$ cat config.mk
export PLATFORM = sky130hd
export DESIGN_NAME = irq_factor_slice
export DESIGN_NICKNAME = d
export VERILOG_FILES = /design/src/rtl/irq_factor_slice.sv
export SDC_FILE = /design/constraint.sdc
export NUM_CORES = 1
export LEC_CHECK = 0
export CAP_MARGIN = 10
export CORE_AREA = 2 2 39 41
export DETAILED_ROUTE_END_ITERATION = 7
export DIE_AREA = 0 0 41 43
export PLACE_DENSITY_LB_ADDON = 0.1
export SYNTH_ARGS = -nofsm -noshare
export SYNTH_HDL_FRONTEND = slang
export SYNTH_SLANG_ARGS = --single-unit
$ cat constraint.sdc
create_clock -name clk -period 2.1 [get_ports clk]
set_input_delay 0.315 -clock clk [delete_from_list [all_inputs] [get_ports clk]]
set_output_delay 0.315 -clock clk [all_outputs]
set_load 0.05 [all_outputs]
$ cat src/rtl/irq_factor_slice.sv
module irq_factor_slice #(
  parameter int LVL_W = 2
) (
  input  logic                      clk,
  input  logic                      rst_n,
  input  logic                      cfg_we,
  input  logic [1:0]                cfg_sel,
  input  logic [LVL_W-1:0]          cfg_wdata,
  output logic [LVL_W-1:0]          cfg_rdata,
  input  logic                      evt_oneshot,
  input  logic                      evt_auto,
  input  logic [LVL_W-1:0]          cpu_mask,
  output logic [(1<<LVL_W)-2:0]     irq_req
);

  localparam int NUM_LINES = (1 << LVL_W) - 1;
  localparam logic [1:0] SEL_PRIO = 2'b00;
  localparam logic [1:0] SEL_EN   = 2'b01;
  localparam logic [1:0] SEL_FLAG = 2'b10;

  logic [LVL_W-1:0] prio_q;
  logic             en_q;
  logic             flag_q;

  wire evt_any   = evt_oneshot | evt_auto;
  wire flag_clr  = cfg_we && (cfg_sel == SEL_FLAG) && cfg_wdata[0];
  wire req_live  = flag_q && en_q && (prio_q > cpu_mask);

  always_ff @(posedge clk or negedge rst_n) begin
    if (!rst_n) begin
      prio_q <= '0;
      en_q   <= 1'b0;
    end else if (cfg_we) begin
      if (cfg_sel == SEL_PRIO) prio_q <= cfg_wdata;
      if (cfg_sel == SEL_EN)   en_q   <= cfg_wdata[0];
    end
  end

  always_ff @(posedge clk or negedge rst_n) begin
    if (!rst_n)        flag_q <= 1'b0;
    else if (evt_any)  flag_q <= 1'b1;
    else if (flag_clr) flag_q <= 1'b0;
  end

  always_comb begin
    case (cfg_sel)
      SEL_PRIO: cfg_rdata = prio_q;
      SEL_EN:   cfg_rdata = {{(LVL_W-1){1'b0}}, en_q};
      SEL_FLAG: cfg_rdata = {{(LVL_W-1){1'b0}}, flag_q};
      default:  cfg_rdata = '0;
    endcase
  end

  for (genvar k = 1; k <= NUM_LINES; k++) begin : g_line
    assign irq_req[k-1] = req_live && (prio_q == LVL_W'(k));
  end

  AST_REQ_ONEHOT: assert property (@(posedge clk) disable iff (!rst_n) $onehot0(irq_req));
  AST_REQ_ABOVE_MASK: assert property (@(posedge clk) disable iff (!rst_n) (irq_req != '0) |-> (prio_q > cpu_mask));
  AST_NO_REQ_DISABLED: assert property (@(posedge clk) disable iff (!rst_n) !en_q |-> (irq_req == '0));
  AST_EVT_SETS_FLAG: assert property (@(posedge clk) disable iff (!rst_n) evt_any |=> flag_q);
  AST_CLR_FLAG: assert property (@(posedge clk) disable iff (!rst_n) (flag_clr && !evt_any) |=> !flag_q);
  AST_W0_KEEPS_FLAG: assert property (@(posedge clk) disable iff (!rst_n) (!flag_clr && !evt_any) |=> $stable(flag_q));

endmodule

After elaboration in Yosys (flattened, before gate mapping) --
Cells that the tools add are included.
Operators by class: magnitude comparators 1, equal/unequal tests 5, mux-type cells 3, bitwise logic cells 1, reduce and logical (&&, ||, !) cells 11
Operator list (count):
- logical AND 1 bit | 7
- equality test 2 bit, second input constant | 3
- case mux 2 bit (3 select lines) | 1
- equality test 2 x 1 -> 1 bit, second input constant | 2
- AND reduction 2 bit | 2
- greater-than comparator 2 bit | 1
- logical NOT 2 bit | 1
- 2-to-1 mux 1 bit | 2
- nonzero test 2 bit | 1
- OR 1 bit | 1
Word-level totals: flip-flop bits (word level) 4, bits of input ports 11, output and inout port bits 5, word-level logic and storage cells 24

Logic depth before layout (Yosys ltp) --
Gate-level depths: netlist of run 1.
depth after elaboration 5, mapped depth 4, gate-level depth less buffers 4

Worst setup path before layout of run 1 --
Ideal clock, no wire load.
path type register to output, from register prio_q[1], to output port irq_req[0], data arrival time 1.933 ns, required time 1.785 ns, slack -0.148 ns, stages on the path, launching flop included 4, path buffers 0, path through dfrtp_1 ha_1 nand2b_4 a2111oi_2
Between the ends: cells in the longest elaborated chain, start to end 3, elaborated cells between the ends (all ways) 4, those cells by class order compare: 1; eq/ne: 1; reduce/logical: 2
RTL lines:
- start, declared | line 21 | logic [LVL_W-1:0] prio_q;
- start signal, assigned | line 34 | if (cfg_sel == SEL_PRIO) prio_q <= cfg_wdata;
- greater-than comparator 2 bit | line 27 | wire req_live = flag_q && en_q && (prio_q > cpu_mask);
- logical AND 1 bit | line 27
- logical AND 1 bit * | line 55 | assign irq_req[k-1] = req_live && (prio_q == LVL_W'(k));
- end, declared | line 13 | output logic [(1<<LVL_W)-2:0] irq_req
Mark *: on every way between the ends. The rest lies on a longest branch, timed or not.

Worst setup path in the final report of run 1 --
from input port cpu_mask[0], to output port irq_req[1]
Between the ends: cells in the longest elaborated chain, start to end 3
RTL lines:
- start, declared | line 12 | input logic [LVL_W-1:0] cpu_mask,
- greater-than comparator 2 bit | line 27
- logical AND 1 bit | line 27
- logical AND 1 bit | line 55
No other way between the ends.

==> impl_metrics.tcl, run 1 <==
set metrics [dict create \
    synthCells 29 \
    synthSimpleGateAreaFrac_pct 25.67 \
    synth.avg_cell_area_sq_um 11.26 \
    routed-via-count 309 \
    tightest_slew_ps 349.1 \
    power_leakage_nw 0.2514 \
    cts_root_buffer "clkbuf_4" \
    crit_slowest_cell "clkdlybuf4s50_1" \
    ff_latch_area_sq_um 102.6 \
    first_iter_violations 0 \
    multi_input_area_sq_um 270.3 \
    areaGrowthSynthToFinish_pct 101.9 \
    antenna_cells 0 \
    hold_path_class "in -> async" \
    async_flop_share_pct 100.0 \
    power.internal_uw 272.5 \
    cp.required_ps 1780 \
    nFillCells 134 \
    synth_top_cells_by_area "dfrtp_1 31%, a2111oi_2 14%, ha_1 7.7%" \
    clockPowerShare_pct 20.9 \
    synth.most_common_cell "dfrtp_1" \
    initial_core_util_pct 23.60 \
    synth_ff_type "dfrtp_1" \
    h-tree-depth 1 \
    cp_cell_sequence "clkdlybuf4s50_1, ha_2, nand2b_4, a2111oi_4, buf_4, buf_12" \
    ios 16 \
    status "finished clean" \
    final_max_slew_viol_count 0 \
    drtPass1Iterations 1 \
    grt_usage_pct 11.40 \
    synth_cell_types 17 \
    end_kind "output pin" \
    insertion_delay_ps 230 \
    synth_top_family_by_area "simple AND/OR/NAND/NOR gates" \
    dieWidth_microns 41 \
    final-hold-violation-count 0 \
    synth-compound-area-share_pct 18.01 \
    synth_xor_area_share_pct 0 \
    swShare_pct 36.09 \
    critPathKind "in -> out" \
    grt_first_pass_wirelength_mm 1.317 \
    cts_tree "yes" \
    synth_edf_count 0 \
    synth_seq_cells 4 \
    die_h_microns 43 \
    synth.area.mux_share_pct 14.56 \
    setup_slack_ps 80.78 \
    p_sw_uw 153.9 \
    nets 66 \
    place_area_sq_um 561.8 \
    fin_crit_sh_pct 96.15 \
    antenna_found_initial 0 \
    rows 14 \
    fin_worst_skew_ps 0 \
    core_sq_um 1384 \
    final_area_sq_um 659.4 \
    pre_cts_slack_ps -129.1 \
    powerDensity_nw_per_um2 646.6 \
    cts_buffer_depth 2 \
    dieArea_sq_um 1763 \
    ff2ff_setup_slack_ps 1280 \
    period_needed_ps 2019 \
    grt_pass1_vias 326 \
    syn_area_sq_um 326.6 \
    synthAdderAreaFrac_pct 7.663 \
    clk_pin_slew_worst_paths_ps 30 \
    yosys.area.top_type "dfrtp_1" \
    maxSlewHeadroom_pct 76.48 \
    synth_commonest_cells "4 x dfrtp_1, 3 x a2111oi_2, 3 x inv_1" \
    final_antenna_net_count 0 \
    r2r_cells 1 \
    drive_above_1_share_pct 50.98 \
    drt-vias-per-instance 4.612 \
    synth_top_area_share_pct 30.65 \
    cap_viol_max_count 0 \
    yosys_warnings 0 \
    start_kind "primary input" \
    crit_path_max_incr_delay_ps 410 \
    crit_fanout 3 \
    routabilityCongestion 0.7177 \
    p_seq_share_pct 24.5 \
    numCtsBuffers 3 \
    synthesis.nets 42 \
    fmax_mhz 495.2 \
    ir_worst_vdd_mv 0.3651 \
    power_frac_comb_pct 54.6 \
    power_uw 426.4 \
    yosysSeqAreaShare_pct 30.65 \
    grt.overflow.total 0 \
    finalSetupViolCount 0 \
    port_buffers 15 \
    cts.sinks 4 \
    grt_max_degree 7 \
    routedWlPerCell_microns 12.09 \
    rsz0062_at_grt "no" \
    cp.arrival_ps 1700 \
    routed_wirelength_microns 810 \
    drc 0 \
]
[metal layers]
| metal | part of all wire (%) | global-route usage [%] |
|---|---|---|
| met5 | 0 | 0 |
| met4 | 0 | 6.000 |
| met3 | 7.0 | 4.712 |
| met2 | 55 | 17.19 |
| met1 | 38 | 13.07 |
[logic make-up after synthesis]
family / count (synthesis)
compound gates: 5
fa+ha+maj: 2
buf+inv: 3
flops: 4
mux: 4
simple gates: 11
[critical path: cells and delay by family]
family	cells	cell delay, ps
buffers and inverters	3	710
AO/OA/AOI/OAI	1	340
adder cells (fa/ha/maj)	1	180
AND/OR/NAND/NOR	1	170
[power by group through the flow]
| stage | combinational [mW] | sequential, mW | clock (mW) |
|---|---|---|---|
| after floorplan | 0.106 | 0.0995 | 0 |
| after global placement | 0.179 | 0.104 | 0 |
| after detailed placement | 0.184 | 0.104 | 0 |
| after CTS | 0.220 | 0.105 | 0.0943 |
| after global routing | 0.249 | 0.106 | 0.103 |
| final | 0.233 | 0.105 | 0.0891 |
[timing repair]
| item | in CTS | in global routing |
|---|---|---|
| setup buffers | 0 | 2 |
| endpoints found under the setup margin | 3 | 3 |
| hold buffers | 0 | 0 |
| pin swaps | 4 | 2 |
| cloned | 0 | 0 |
| resized for setup | 6 | 5 |
[placed cells by master, fill, tap and decap left out, drive strengths merged]
master / count
mux2: 3
clkbuf: 3
dlymetal6s2s: 1
inv: 3
nand4b: 1
ha: 2
a2111oi: 3
buf: 9
nand3b: 2
nand2b: 3
dfrtp: 4
nor3b: 2
mux2i: 1
clkdlybuf4s50: 9
o21ai: 1
nand2: 2
and2: 1
a211o: 1
[flip-flops by register name, summed over array words and instances, names as in the netlist]
register / cells
flag_q: 1
en_q: 1
prio_q: 2
[final timing paths]
check	startpoint	end
worst max-delay path	cpu_mask[0]	irq_req[1]
min in group clk	flag_q$_DFFE_PN0P_	flag_q$_DFFE_PN0P_
max in group asynchronous	rst_n	prio_q[0]$_DFFE_PN0P_
worst min register to register	flag_q$_DFFE_PN0P_	flag_q$_DFFE_PN0P_
worst min-delay path	rst_n	flag_q$_DFFE_PN0P_
worst max register to register	prio_q[0]$_DFFE_PN0P_	prio_q[0]$_DFFE_PN0P_
[stage by stage]
stage | utilization (%) | hold WS (ps) | setup TNS (ps) | instances
after floorplan | - | 19.41 | -442.8 | 29
after CTS | 46.02 | 284.4 | 0 | 65
after global routing | 47.65 | 287.6 | 0 | 67
after global placement | 40.60 | 521.1 | -257.4 | 62
after detailed placement | 40.60 | 528.5 | -315.3 | 62
final | 47.65 | 294.8 | 0 | 67
[area by class of cell]
cell class,instances,area share [%]
sequential,4,15.56
multi-input combinational,22,40.99
clock buffer,3,3.416
tap,16,3.036
inverter,3,1.708
timing repair buffer,19,35.29
Power figures use the tool's default switching activity.
==> run 2: changes to the inputs <==
--- a/config.mk
+++ b/config.mk
@@ -5,10 +5,11 @@
 export SDC_FILE = /design/constraint.sdc
 export NUM_CORES = 1
 export LEC_CHECK = 0
-export CAP_MARGIN = 10
+export CAP_MARGIN = 20
 export CORE_AREA = 2 2 39 41
 export DETAILED_ROUTE_END_ITERATION = 7
 export DIE_AREA = 0 0 41 43
+export GPL_TIMING_DRIVEN = 0
 export PLACE_DENSITY_LB_ADDON = 0.1
 export SYNTH_ARGS = -nofsm -noshare
 export SYNTH_HDL_FRONTEND = slang
==> constraint.sdc (replaced) <==
create_clock -name clk -period 2.21 [get_ports clk]
set_input_delay 0.3315 -clock clk [delete_from_list [all_inputs] [get_ports clk]]
set_output_delay 0.3315 -clock clk [all_outputs]
set_load 0.05 [all_outputs]
==> run 2 against run 1 <==
Net effect:
- final cell count fell by 6.0%
- die area did not move
- combinational power fell by 32%
- utilization fell by 8.9 points
- global-route usage fell by 2.5 points
- clock skew did not move
- largest power group unchanged
- routed wire length fell by 10%
- hold slack improved by 5.6 ps
- non-clock buffer count fell by 4
==> impl_metrics.tcl, run 2 (synthesis gave the netlist of run 1 again) <==
set metrics [dict create \
    maxSlewHeadroom_pct 67.07 \
    critical_path_buf_inv_count 3 \
    antenna_cells 0 \
    ff2ff_setup_slack_ps 1370 \
    port_buffers 15 \
    final-hold-violation-count 0 \
    power_leakage_nw 0.2130 \
    cp_num_cells 6 \
    routed_wirelength_microns 725 \
    final_antenna_net_count 0 \
    reg.largest.list "prio_q (2), en_q (1), flag_q (1)" \
    grt_usage_pct 8.880 \
    drt-vias-per-instance 4.286 \
    rows 14 \
    drc 0 \
    final_max_slew_viol_count 0 \
    regMostFlops "prio_q" \
    cp_cell_sequence "clkdlybuf4s50_1, inv_1, ha_4, nand2b_4, a2111oi_2, buf_4" \
    initial_core_util_pct 23.60 \
    routed-via-count 270 \
    period_needed_ps 2136 \
    routabilityCongestion 0.7022 \
    hold_buffers 0 \
    final_area_sq_um 536.8 \
    cp.arrival_ps 1800 \
    cp.required_ps 1880 \
    cts_buffer_depth 2 \
    ir_worst_vdd_mv 0.2670 \
    dp_hpwl_microns 581.8 \
    dieWidth_microns 41 \
    clk_pin_slew_worst_paths_ps 40 \
    antenna_found_initial 0 \
    post_cts_resized 23 \
    end_kind "output pin" \
    ios 16 \
    core_sq_um 1384 \
    critical_path.top_delay_family "buffers and inverters" \
    routedWlPerCell_microns 11.51 \
    hold_path_class "in -> async" \
    cts_tree "yes" \
    largest_reg_flops 2 \
    grt_first_pass_wirelength_microns 993 \
    post-cts-setup-buffers 0 \
    crit_slowest_cell "clkdlybuf4s50_1" \
    h-tree-depth 1 \
    insertion_delay_ps 230 \
    areaGrowthSynthToFinish_pct 64.37 \
    crit_fanout 3 \
    die_h_microns 43 \
    grt.overflow.total 0 \
    drtPass1Iterations 3 \
    r2r_cells 1 \
    grt_pass1_vias 245 \
    finalSetupViolCount 0 \
    powerDensity_nw_per_um2 646.0 \
    drive_above_1_share_pct 34.04 \
    multi_input_area_sq_um 242.7 \
    numCtsBuffers 3 \
    utilization_pct 38.79 \
    tightest_slew_ps 495.8 \
    final_cell_mix "10 x clkdlybuf4s50_1, 4 x dfrtp_1, 3 x inv_1, 3 x clkbuf_4, 3 x buf_4" \
    fin_crit_sh_pct 96.63 \
    start_kind "primary input" \
    grt_max_degree 7 \
    dieArea_sq_um 1763 \
    cap_viol_max_count 0 \
    crit_path_max_incr_delay_ps 450 \
    nets 62 \
    place_area_sq_um 496.7 \
    cts_root_buffer "clkbuf_4" \
    fmax_mhz 468.3 \
    ff_latch_area_sq_um 100.1 \
    status "finished clean" \
    critPathKind "in -> out" \
    final_common_cell "clkdlybuf4s50_1" \
    cts.sinks 4 \
    rsz0062_at_grt "no" \
    nFillCells 139 \
    fin_worst_skew_ps 0 \
    first_iter_violations 2 \
]
-- run 2: worst paths after layout --
check,endpoint,start
setup / recovery,irq_req[2],cpu_mask[1]
hold / removal,prio_q[0]$_DFFE_PN0P_,rst_n
setup reg to reg,prio_q[1]$_DFFE_PN0P_,prio_q[1]$_DFFE_PN0P_
hold reg to reg,flag_q$_DFFE_PN0P_,flag_q$_DFFE_PN0P_
max in group asynchronous,en_q$_DFFE_PN0P_,rst_n
min in group clk,flag_q$_DFFE_PN0P_,flag_q$_DFFE_PN0P_
-- run 2: cell type report --
class / count / share of cell area [%]
multi-input cells: 22 / 45.22
repair buffers: 15 / 26.11
flip-flops and latches: 4 / 18.65
clock buffers: 3 / 4.196
well taps: 16 / 3.730
inverters: 3 / 2.098
-- run 2: layer usage --
layer,routed length (microns),GRT usage [%]
met5,0,0
met4,0,8.000
met3,60,3.141
met2,322,10.00
met1,342,12.42
-- run 2: metrics by stage --
step           hold slack (ps)  setup WS [ps]  setup TNS (ps)  power, mW  instances
2_1_floorplan            35.91         -54.09          -162.3     0.1948         29
3_3_place_gp             527.6         -547.6           -1730     0.2425         60
3_5_place_dp             522.2         -580.1           -1824     0.2473         60
4_1_cts                  297.8          17.32               0     0.3351         63
5_1_grt                  304.9          20.07               0     0.3748         63
6_report                 300.4          74.46               0     0.3468         63
-- run 2: power breakdown --
group / switching, mW / leakage [nW] / total [mW] / internal, mW
Sequential: 0.0150 / 0.0444 / 0.0994 / 0.0844
Combinational: 0.0856 / 0.155 / 0.159 / 0.0737
Clock: 0.0274 / 0.0138 / 0.0880 / 0.0606
